File: src/rtl/crt_pkg.sv
package crt_pkg;
    localparam int REG_AW = 3;

    localparam logic [REG_AW-1:0] A_CTRL   = 3'd0;
    localparam logic [REG_AW-1:0] A_CNT_LO = 3'd1;
    localparam logic [REG_AW-1:0] A_RLD_LO = 3'd3;

    typedef struct packed {
        logic ovf_flag;
        logic trg_flag;
        logic rx_sel;
        logic tx_sel;
        logic trg_en;
        logic run;
        logic pin_src;
        logic cap_sel;
    } ctrl_t;
endpackage

File: src/rtl/crt_prescale.sv
module crt_prescale #(
    parameter int DIV = 12
) (
    input  logic clk,
    input  logic rst_n,
    input  logic clr,
    input  logic en,
    output logic tick
);
    localparam int CW = (DIV > 1) ? $clog2(DIV) : 1;
    localparam logic [CW-1:0] LAST = CW'(DIV - 1);

    logic [CW-1:0] div_d, div_q;

    always_comb begin
        div_d = div_q;
        tick  = 1'b0;
        if (clr) begin
            div_d = '0;
        end else if (en) begin
            tick  = (div_q == LAST);
            div_d = tick ? '0 : div_q + 1'b1;
        end
    end

    always_ff @(posedge clk or negedge rst_n) begin
        if (!rst_n) div_q <= '0;
        else        div_q <= div_d;
    end


    div_range_chk: assert property (@(posedge clk) disable iff (!rst_n)
        div_q <= LAST);
endmodule

File: src/rtl/crt_fall_det.sv
module crt_fall_det #(
    parameter int N = 2
) (
    input  logic         clk,
    input  logic         rst_n,
    input  logic [N-1:0] din,
    output logic [N-1:0] fall
);
    typedef struct packed {
        logic [N-1:0] cur;
        logic [N-1:0] prev;
    } samp_t;

    samp_t s_d, s_q;

    always_comb begin
        s_d.cur  = din;
        s_d.prev = s_q.cur;
    end

    always_ff @(posedge clk or negedge rst_n) begin
        if (!rst_n) s_q <= '0;
        else        s_q <= s_d;
    end

    for (genvar i = 0; i < N; i++) begin : g_bit
        assign fall[i] = s_q.prev[i] & ~s_q.cur[i];


        fall_single_chk: assert property (@(posedge clk) disable iff (!rst_n)
            fall[i] |=> !fall[i]);
    end
endmodule

File: src/rtl/crt_timer.sv
module crt_timer
    import crt_pkg::*;
#(
    parameter int DATA_W   = 8,
    parameter int PRESCALE = 12
) (
    input  logic              clk,
    input  logic              rst_n,
    input  logic              osc_en,
    input  logic              reg_wr,
    input  logic [REG_AW-1:0] reg_addr,
    input  logic [DATA_W-1:0] reg_wdata,
    output logic [DATA_W-1:0] reg_rdata,
    input  logic              ext_cnt,
    input  logic              ext_trig,
    input  logic              alt_ovf,
    output logic              irq,
    output logic              rx_baud_tick,
    output logic              tx_baud_tick
);
    localparam int NBYTE = 2;
    localparam int CNT_W = NBYTE * DATA_W;

    typedef struct packed {
        ctrl_t             ctrl;
        logic [CNT_W-1:0]  cnt;
        logic [CNT_W-1:0]  rld;
    } state_t;

    state_t     st_d, st_q;
    logic [1:0] pin_fall;
    logic       pre_tick;
    logic       baud, cap_mode, step, wrap, trig;
    logic       ctrl_wr, cnt_wr, rld_wr;

    crt_prescale #(.DIV(PRESCALE)) u_pre (
        .clk  (clk),
        .rst_n(rst_n),
        .clr  (~st_q.ctrl.run),
        .en   (osc_en),
        .tick (pre_tick)
    );

    crt_fall_det #(.N(2)) u_edge (
        .clk  (clk),
        .rst_n(rst_n),
        .din  ({ext_trig, ext_cnt}),
        .fall (pin_fall)
    );

    always_comb begin
        ctrl_wr = reg_wr && (reg_addr == A_CTRL);
        cnt_wr  = reg_wr && (reg_addr >= A_CNT_LO) && (reg_addr < A_CNT_LO + REG_AW'(NBYTE));
        rld_wr  = reg_wr && (reg_addr >= A_RLD_LO) && (reg_addr < A_RLD_LO + REG_AW'(NBYTE));
    end

    always_comb begin
        st_d     = st_q;
        baud     = st_q.ctrl.rx_sel | st_q.ctrl.tx_sel;
        cap_mode = ~baud & st_q.ctrl.cap_sel;
        step     = st_q.ctrl.run & (st_q.ctrl.pin_src ? pin_fall[0] : pre_tick);
        wrap     = step & (&st_q.cnt);
        trig     = st_q.ctrl.run & st_q.ctrl.trg_en & ~baud & pin_fall[1];

        if (step)
            st_d.cnt = wrap ? (cap_mode ? '0 : st_q.rld) : st_q.cnt + 1'b1;
        if (trig) begin
            if (cap_mode) st_d.rld = st_q.cnt;
            else          st_d.cnt = st_q.rld;
        end

        if (ctrl_wr)
            st_d.ctrl = ctrl_t'(reg_wdata[7:0]);
        for (int b = 0; b < NBYTE; b++) begin
            if (reg_wr && reg_addr == A_CNT_LO + REG_AW'(b))
                st_d.cnt[b*DATA_W +: DATA_W] = reg_wdata;
            if (reg_wr && reg_addr == A_RLD_LO + REG_AW'(b))
                st_d.rld[b*DATA_W +: DATA_W] = reg_wdata;
        end

        if (wrap & ~baud) st_d.ctrl.ovf_flag = 1'b1;
        if (trig)         st_d.ctrl.trg_flag = 1'b1;
    end

    always_ff @(posedge clk or negedge rst_n) begin
        if (!rst_n) st_q <= '0;
        else        st_q <= st_d;
    end

    always_comb begin
        reg_rdata = '0;
        if (reg_addr == A_CTRL) reg_rdata = DATA_W'(st_q.ctrl);
        for (int b = 0; b < NBYTE; b++) begin
            if (reg_addr == A_CNT_LO + REG_AW'(b)) reg_rdata = st_q.cnt[b*DATA_W +: DATA_W];
            if (reg_addr == A_RLD_LO + REG_AW'(b)) reg_rdata = st_q.rld[b*DATA_W +: DATA_W];
        end
    end

    assign irq          = st_q.ctrl.ovf_flag | st_q.ctrl.trg_flag;
    assign rx_baud_tick = st_q.ctrl.rx_sel ? wrap : alt_ovf;
    assign tx_baud_tick = st_q.ctrl.tx_sel ? wrap : alt_ovf;


    ovf_flag_sticky_chk: assert property (@(posedge clk) disable iff (!rst_n)
        st_q.ctrl.ovf_flag && !ctrl_wr |=> st_q.ctrl.ovf_flag);


    trg_flag_sticky_chk: assert property (@(posedge clk) disable iff (!rst_n)
        st_q.ctrl.trg_flag && !ctrl_wr |=> st_q.ctrl.trg_flag);


    stopped_hold_chk: assert property (@(posedge clk) disable iff (!rst_n)
        !st_q.ctrl.run && !cnt_wr && !rld_wr |=> $stable(st_q.cnt) && $stable(st_q.rld));


    trig_off_chk: assert property (@(posedge clk) disable iff (!rst_n)
        !st_q.ctrl.trg_en && !rld_wr |=> $stable(st_q.rld));


    baud_no_ovf_chk: assert property (@(posedge clk) disable iff (!rst_n)
        (st_q.ctrl.rx_sel || st_q.ctrl.tx_sel) && !st_q.ctrl.ovf_flag && !ctrl_wr
        |=> !st_q.ctrl.ovf_flag);


    baud_reload_chk: assert property (@(posedge clk) disable iff (!rst_n)
        st_q.ctrl.rx_sel && rx_baud_tick && !cnt_wr |=> st_q.cnt == $past(st_q.rld));
endmodule

File: config.mk
export PLATFORM = sky130hd
export DESIGN_NAME = crt_timer
export DESIGN_NICKNAME = d
export VERILOG_FILES = /design/src/rtl/crt_pkg.sv /design/src/rtl/crt_prescale.sv /design/src/rtl/crt_fall_det.sv /design/src/rtl/crt_timer.sv
export SDC_FILE = /design/constraint.sdc
export NUM_CORES = 1
export LEC_CHECK = 0
export ABC_AREA = 1
export CAP_MARGIN = 20
export CORE_MARGIN = 2
export CORE_UTILIZATION = 63
export DETAILED_ROUTE_END_ITERATION = 8
export PLACE_DENSITY = 0.93
export REMOVE_ABC_BUFFERS = 1
export SETUP_SLACK_MARGIN = 0.2
export SYNTH_ARGS = -nofsm -noshare
export SYNTH_HDL_FRONTEND = slang
export SYNTH_HIERARCHICAL = 1
export SYNTH_SLANG_ARGS = --single-unit
File: constraint.sdc
create_clock -name clk -period 3 [get_ports clk]
set_input_delay 0.45 -clock clk [delete_from_list [all_inputs] [get_ports clk]]
set_output_delay 0.45 -clock clk [all_outputs]
set_load 0.1 [all_outputs]
After elaboration in Yosys (flattened, before gate mapping)
Cells that the tools add are included.
Widths: inputs -> output; s select.
{"block": "totals", "output_inout_bits": 11, "wordCells": 77, "register_bits": 48, "in_bits": 18}
{"block": "classes", "bitwise_logic": 14, "mux": 26, "n_reduce_logical": 15, "n_eq_ne": 6, "add_sub_neg": 2}
{"operator": "$mux 16", "n": 5}
{"operator": "$mux 8", "n": 10}
{"operator": "$mux 32", "n": 1}
{"operator": "$add 16x1->16 const B", "n": 1}
{"operator": "$reduce_and 16->1", "n": 1}
{"operator": "$mux 4", "n": 3}
{"operator": "$reduce_bool 2->1", "n": 6}
{"operator": "$and 1x1->1", "n": 9}
{"operator": "$mux 1", "n": 7}
{"operator": "$eq 3x2->1 const B", "n": 2}
{"operator": "$logic_and 1x1->1", "n": 5}
{"operator": "$add 4x1->4 const B", "n": 1}
{"operator": "$eq 4x4->1 const B", "n": 1}
{"operator": "$reduce_and 2->1", "n": 2}
{"operator": "$eq 3x1->1 const B", "n": 1}
{"operator": "$eq 3x3->1 const B", "n": 1}
{"operator": "$logic_not 3->1", "n": 1}
{"operator": "$not 1->1", "n": 3}
{"operator": "$ne 2x2->1 const B", "n": 1}
{"operator": "$or 1x1->1", "n": 2}

Depth between registers and ports, before layout
{"block": "logic_depth", "ltp_word": 11, "mapped_depth": 15, "mapped_depth_nobuf": 14}

Hierarchy
The synthesis kept the hierarchy.
{"mod": "crt_timer", "seq_area_each_um2": 1001.0, "area_per_inst_um2": 3146.8, "instances": 1, "cells_per_inst": 488}
{"mod": "crt_prescale", "seq_area_each_um2": 100.1, "area_per_inst_um2": 244.0, "instances": 1, "cells_per_inst": 37}
{"mod": "crt_fall_det", "seq_area_each_um2": 100.1, "area_per_inst_um2": 120.1, "instances": 1, "cells_per_inst": 8}

Worst setup path after synthesis
OpenSTA, ideal clock, no wires.
{"block": "synth_path", "path_type": "reg-to-output", "startpoint": "reg u_pre.div_q[0]", "endpoint": "out rx_baud_tick", "n_path_buf": 1, "slack_ns": -1.087, "required_time_ns": 2.550, "path_stages_with_launch": 11, "arrival_ns": 3.637, "cell_sequence": "dfrtp_1 > ha_1 > nand2_1 > nor2_1 > nand2_1 > nor2_1 > nor2_1 > nor3_4 > nand3_4 > buf_6 > o21ai_0"}
{"block": "synth_via", "elab_chain_len": 7}
{"item": "start, declared", "line_no": "crt_prescale.sv:13", "rtl": "logic [CW-1:0] div_d, div_q;"}
{"item": "start signal, assigned", "line_no": "crt_prescale.sv:28", "rtl": "else div_q <= div_d;"}
{"item": "$eq 4x4->1", "line_no": "crt_prescale.sv:21", "rtl": "tick = (div_q == LAST);"}
{"item": "$mux 1", "line_no": "crt_prescale.sv:20", "rtl": "end else if (en) begin"}
{"item": "$mux 1", "line_no": "crt_prescale.sv:18", "rtl": "if (clr) begin"}
{"item": "named net pre_tick", "line_no": "crt_timer.sv:32", "rtl": "logic pre_tick;"}
{"item": "$mux 1", "line_no": "crt_timer.sv:61", "rtl": "step = st_q.ctrl.run & (st_q.ctrl.pin_src ? pin_fall[0] : pre_tick);"}
{"item": "$and 1x1->1", "line_no": "crt_timer.sv:61"}
{"item": "$and 1x1->1", "line_no": "crt_timer.sv:62", "rtl": "wrap = step & (&st_q.cnt);"}
{"item": "$mux 1", "line_no": "crt_timer.sv:100", "rtl": "assign rx_baud_tick = st_q.ctrl.rx_sel ? wrap : alt_ovf;"}
{"item": "end, declared", "line_no": "crt_timer.sv:18", "rtl": "output logic rx_baud_tick,"}
The timed path passes the listed nets, and every way through them passes these cells.

Final worst setup path
{"block": "layout_path", "startpoint": "reg u_pre.div_q[0]", "endpoint": "out tx_baud_tick"}
{"block": "layout_via", "elab_chain_len": 7}
{"item": "$eq 4x4->1", "line_no": "crt_prescale.sv:21"}
{"item": "$mux 1", "line_no": "crt_prescale.sv:20"}
{"item": "$mux 1", "line_no": "crt_prescale.sv:18"}
{"item": "named net pre_tick", "line_no": "crt_timer.sv:32"}
{"item": "$mux 1", "line_no": "crt_timer.sv:61"}
{"item": "$and 1x1->1", "line_no": "crt_timer.sv:61"}
{"item": "$and 1x1->1", "line_no": "crt_timer.sv:62"}
{"item": "$mux 1", "line_no": "crt_timer.sv:101", "rtl": "assign tx_baud_tick = st_q.ctrl.tx_sel ? wrap : alt_ovf;"}
{"item": "end, declared", "line_no": "crt_timer.sv:19", "rtl": "output logic tx_baud_tick"}
The timed path passes the listed nets, and every way through them passes these cells.

==> flow_summary.yaml <==
outcome:
  status: "finished, final reports clean"
critical_path:
  r2r_cells: 14
  cp_common_cell: "nor2_1"
  path_max_fanout: 5
  worstSetupPathType: "reg2out"
  rrSetupSlack_ps: 500
  cp.required_ps: 2550
  worstPathArrival_ps: 2220
  slowest_delay_ps: 420
  end_kind: "output port"
  crit_chain: "ha_1, nand2_1, nor2_1, nand2_1, nor2_1, nor2_1, nor3_4, nand3_4, o21ai_1, buf_12"
  reg2reg_from: "u_pre/div_q[0]"
  r2r-end: "st_q[27]"
  critPathSlowestCell: "dfrtp_1"
  crit_path_start_kind: "flop"
yosys:
  ys_ff_latch: 48
  syn-instance-count: 533
  synth_cell_types: 33
  synth-edff-count: 0
  synth_seq_area_share_pct: 34.2
  ys_warn_count: 6
  synth_area_per_cell_um2: 6.59
  synthArstFlopShare_pct: 100
  ys.flop_type: "dfrtp_1"
  synthesis.area_mm2: 0.00351
timing:
  finalCritPeriodShare_pct: 88.9
  relSlewSlack_pct: 38.5
  worst_slew_pin_slew_ps: 921
  report.final.slew_viol_count: 0
  fmaxAchievable_mhz: 375
  setup_viol: 0
  skew_ps: 7.59
  rsz0062_at_grt: "no"
  min_period_ps: 2670
  hold_violations: 0
cts:
  clk_latency_ps: 310
  cts-root-buf: "clkbuf_8"
  cts_buffers: 5
  cts_tree: "yes"
  clock_path_buffers: 2
  hold_buffers: 0
  cts_setup_buffers: 0
  cts_sinks: 48
  clkSlewWorstSetupHoldPaths_ps: 90
  htree_levels: 2
pwr:
  cellLeakagePower_nw: 1.99
  p_per_area_mw_per_mm2: 713
  total_power_mw: 2.92
  ir_drop_mv: 0.404
floorplan:
  ioPinCount: 29
  start_util_pct: 64.6
  die_w_um: 78.7
  core_region_area_mm2: 0.00544
  die-area_mm2: 0.00619
  die_h_um: 78.7
  rows: 27
route:
  remaining_drc_errors: 0
  routed_wl_um: 10800
  vias: 3879
  ant_nets: 0
  via_per_inst: 6.10
  wl_per_cell_um: 16.9
  drtIter0Drc: 683
  dr.pass1.iters: 5
global_routing:
  grt_max_degree: 49
  global_route.usage.total_pct: 37.0
  grt_first_pass_wirelength_um: 17500
  grt_overflow: 0
  grt_pass1_vias: 3579
  antenna_found_initial: 0
placement:
  io_buffers: 28
  place_inst: 627
  dp_hpwl_um: 7730
  place_congestion: 1.01
final_layout:
  drive_gt1_share_pct: 11.0
  fin_nets: 583
  syn_to_final_growth_pct: 16.7
  instances_no_fill: 636
  diodes: 0
hold_path:
  min_path_type: "in2async"
run:
  max_cap_viol_count: 0
## kinds of logic (layout without fill, tap and decap cells)
logic type / after synthesis / count (layout) / share of synthesized area, %
simple gates: 267 / 267 / 34.0
buf+inv: 110 / 141 / 12.3
compound gates: 100 / 100 / 17.3
flops: 48 / 48 / 34.2
xor+xnor: 6 / 6 / 1.50
fa+ha+maj: 2 / 2 / 0.713
## per-layer routing
layer	vias up	global-route usage [%]	share of wire (%)
met2	283	59.1	46
met5	-	0	0
li1	1772	-	-
met1	1758	49.0	38
met4	0	18.9	5.4
met3	66	4.94	10
## power by group
group	switching (mW)	internal, mW
Clock	0.233	0.273
Sequential	0.246	0.828
Combinational	0.893	0.450
## state kept, by name, summed over array words and instances (netlist names)
name and flops:
st_q 40, u_pre/div_q 4, u_edge/s_d 2, u_edge/s_q 2
## worst max path at each step
stage / startpoint / to / slack, ps / depth (start not counted)
5_1_grt: u_pre/div_q[0] / tx_baud_tick / 240 / 10
4_1_cts: u_pre/div_q[0] / tx_baud_tick / 270 / 10
3_3_place_gp: osc_en / tx_baud_tick / 520 / 8
6_report: u_pre/div_q[0] / tx_baud_tick / 330 / 10
3_5_place_dp: osc_en / st_q[27] / 400 / 12
2_1_floorplan: u_pre/div_q[0] / rx_baud_tick / -1710 / 9
## placed cells by master (no fill, tap or decap), types with 2 or more instances in the layout
master           count
buf_4                7
o311ai_0             6
o21ai_1              3
nor2_2              10
nand4_1              9
a21oi_1             16
inv_1               92
nand2_2              4
clkdlybuf4s50_1     16
o21ai_0             45
nand3_1             37
o221ai_1             8
clkbuf_8             6
nor2_4               5
o211ai_1             3
dfrtp_1             48
nor2_1              32
a22oi_1              6
inv_2                6
ha_1                 2
xor2_1               5
buf_12              11
o22ai_1              7
nand2_1            164
o21ai_2              5
## final cells by class
cell class                      count  area [um^2]
Clock buffer                        6         82.6
Sequential cell                    48         1200
Clock inverter                      2         38.8
Tap cell                           72         90.1
Multi-Input combinational cell    375         1880
Timing Repair Buffer               35          438
Inverter                           98          368
Fill cell                         433         1340
## critical path, delay by kind of cell, from the launching register on
family                     cells  cell delay (ps)
buffers and inverters          1              210
AOI/OAI and AO/OA              1              220
adders and majority gates      1              210
and+or+nand+nor                7              840
DFF                            1              420
## metrics by stage
step	hold WS (ps)	utilization (%)	setup WS (ps)	instance area (um^2)	setup TNS, ps
floorplan	154	-	-1710	3450	-3420
global placement	383	72.7	519	3960	0
detailed placement	388	72.7	399	3960	0
CTS	374	75.0	267	4080	0
global route	117	75.3	237	4100	0
finish	92.3	75.3	334	4100	0
## cells in the mapped netlist, drive strengths merged, types with 3 or more instances
master  count  area [um^2]
nor2       47          239
clkbuf      5         18.8
xor2        5         43.8
o211ai      3         22.5
o221ai      8         70.1
nand3      39          213
buf         7         43.8
nand4      10         68.8
a22oi       6         45.0
a21oi      16         80.1
nand2     169          652
dfrtp      48         1200
o21ai      53          284
inv        98          368
o311ai      6         52.6
o22ai       7         43.8
## repair_timing
item | 4_1_cts | 5_1_grt
setup endpoints to repair | 0 | 2
endpoints found under the hold margin | 0 | 0
resized for setup | 0 | 2
(Power assumes the default switching activity.)
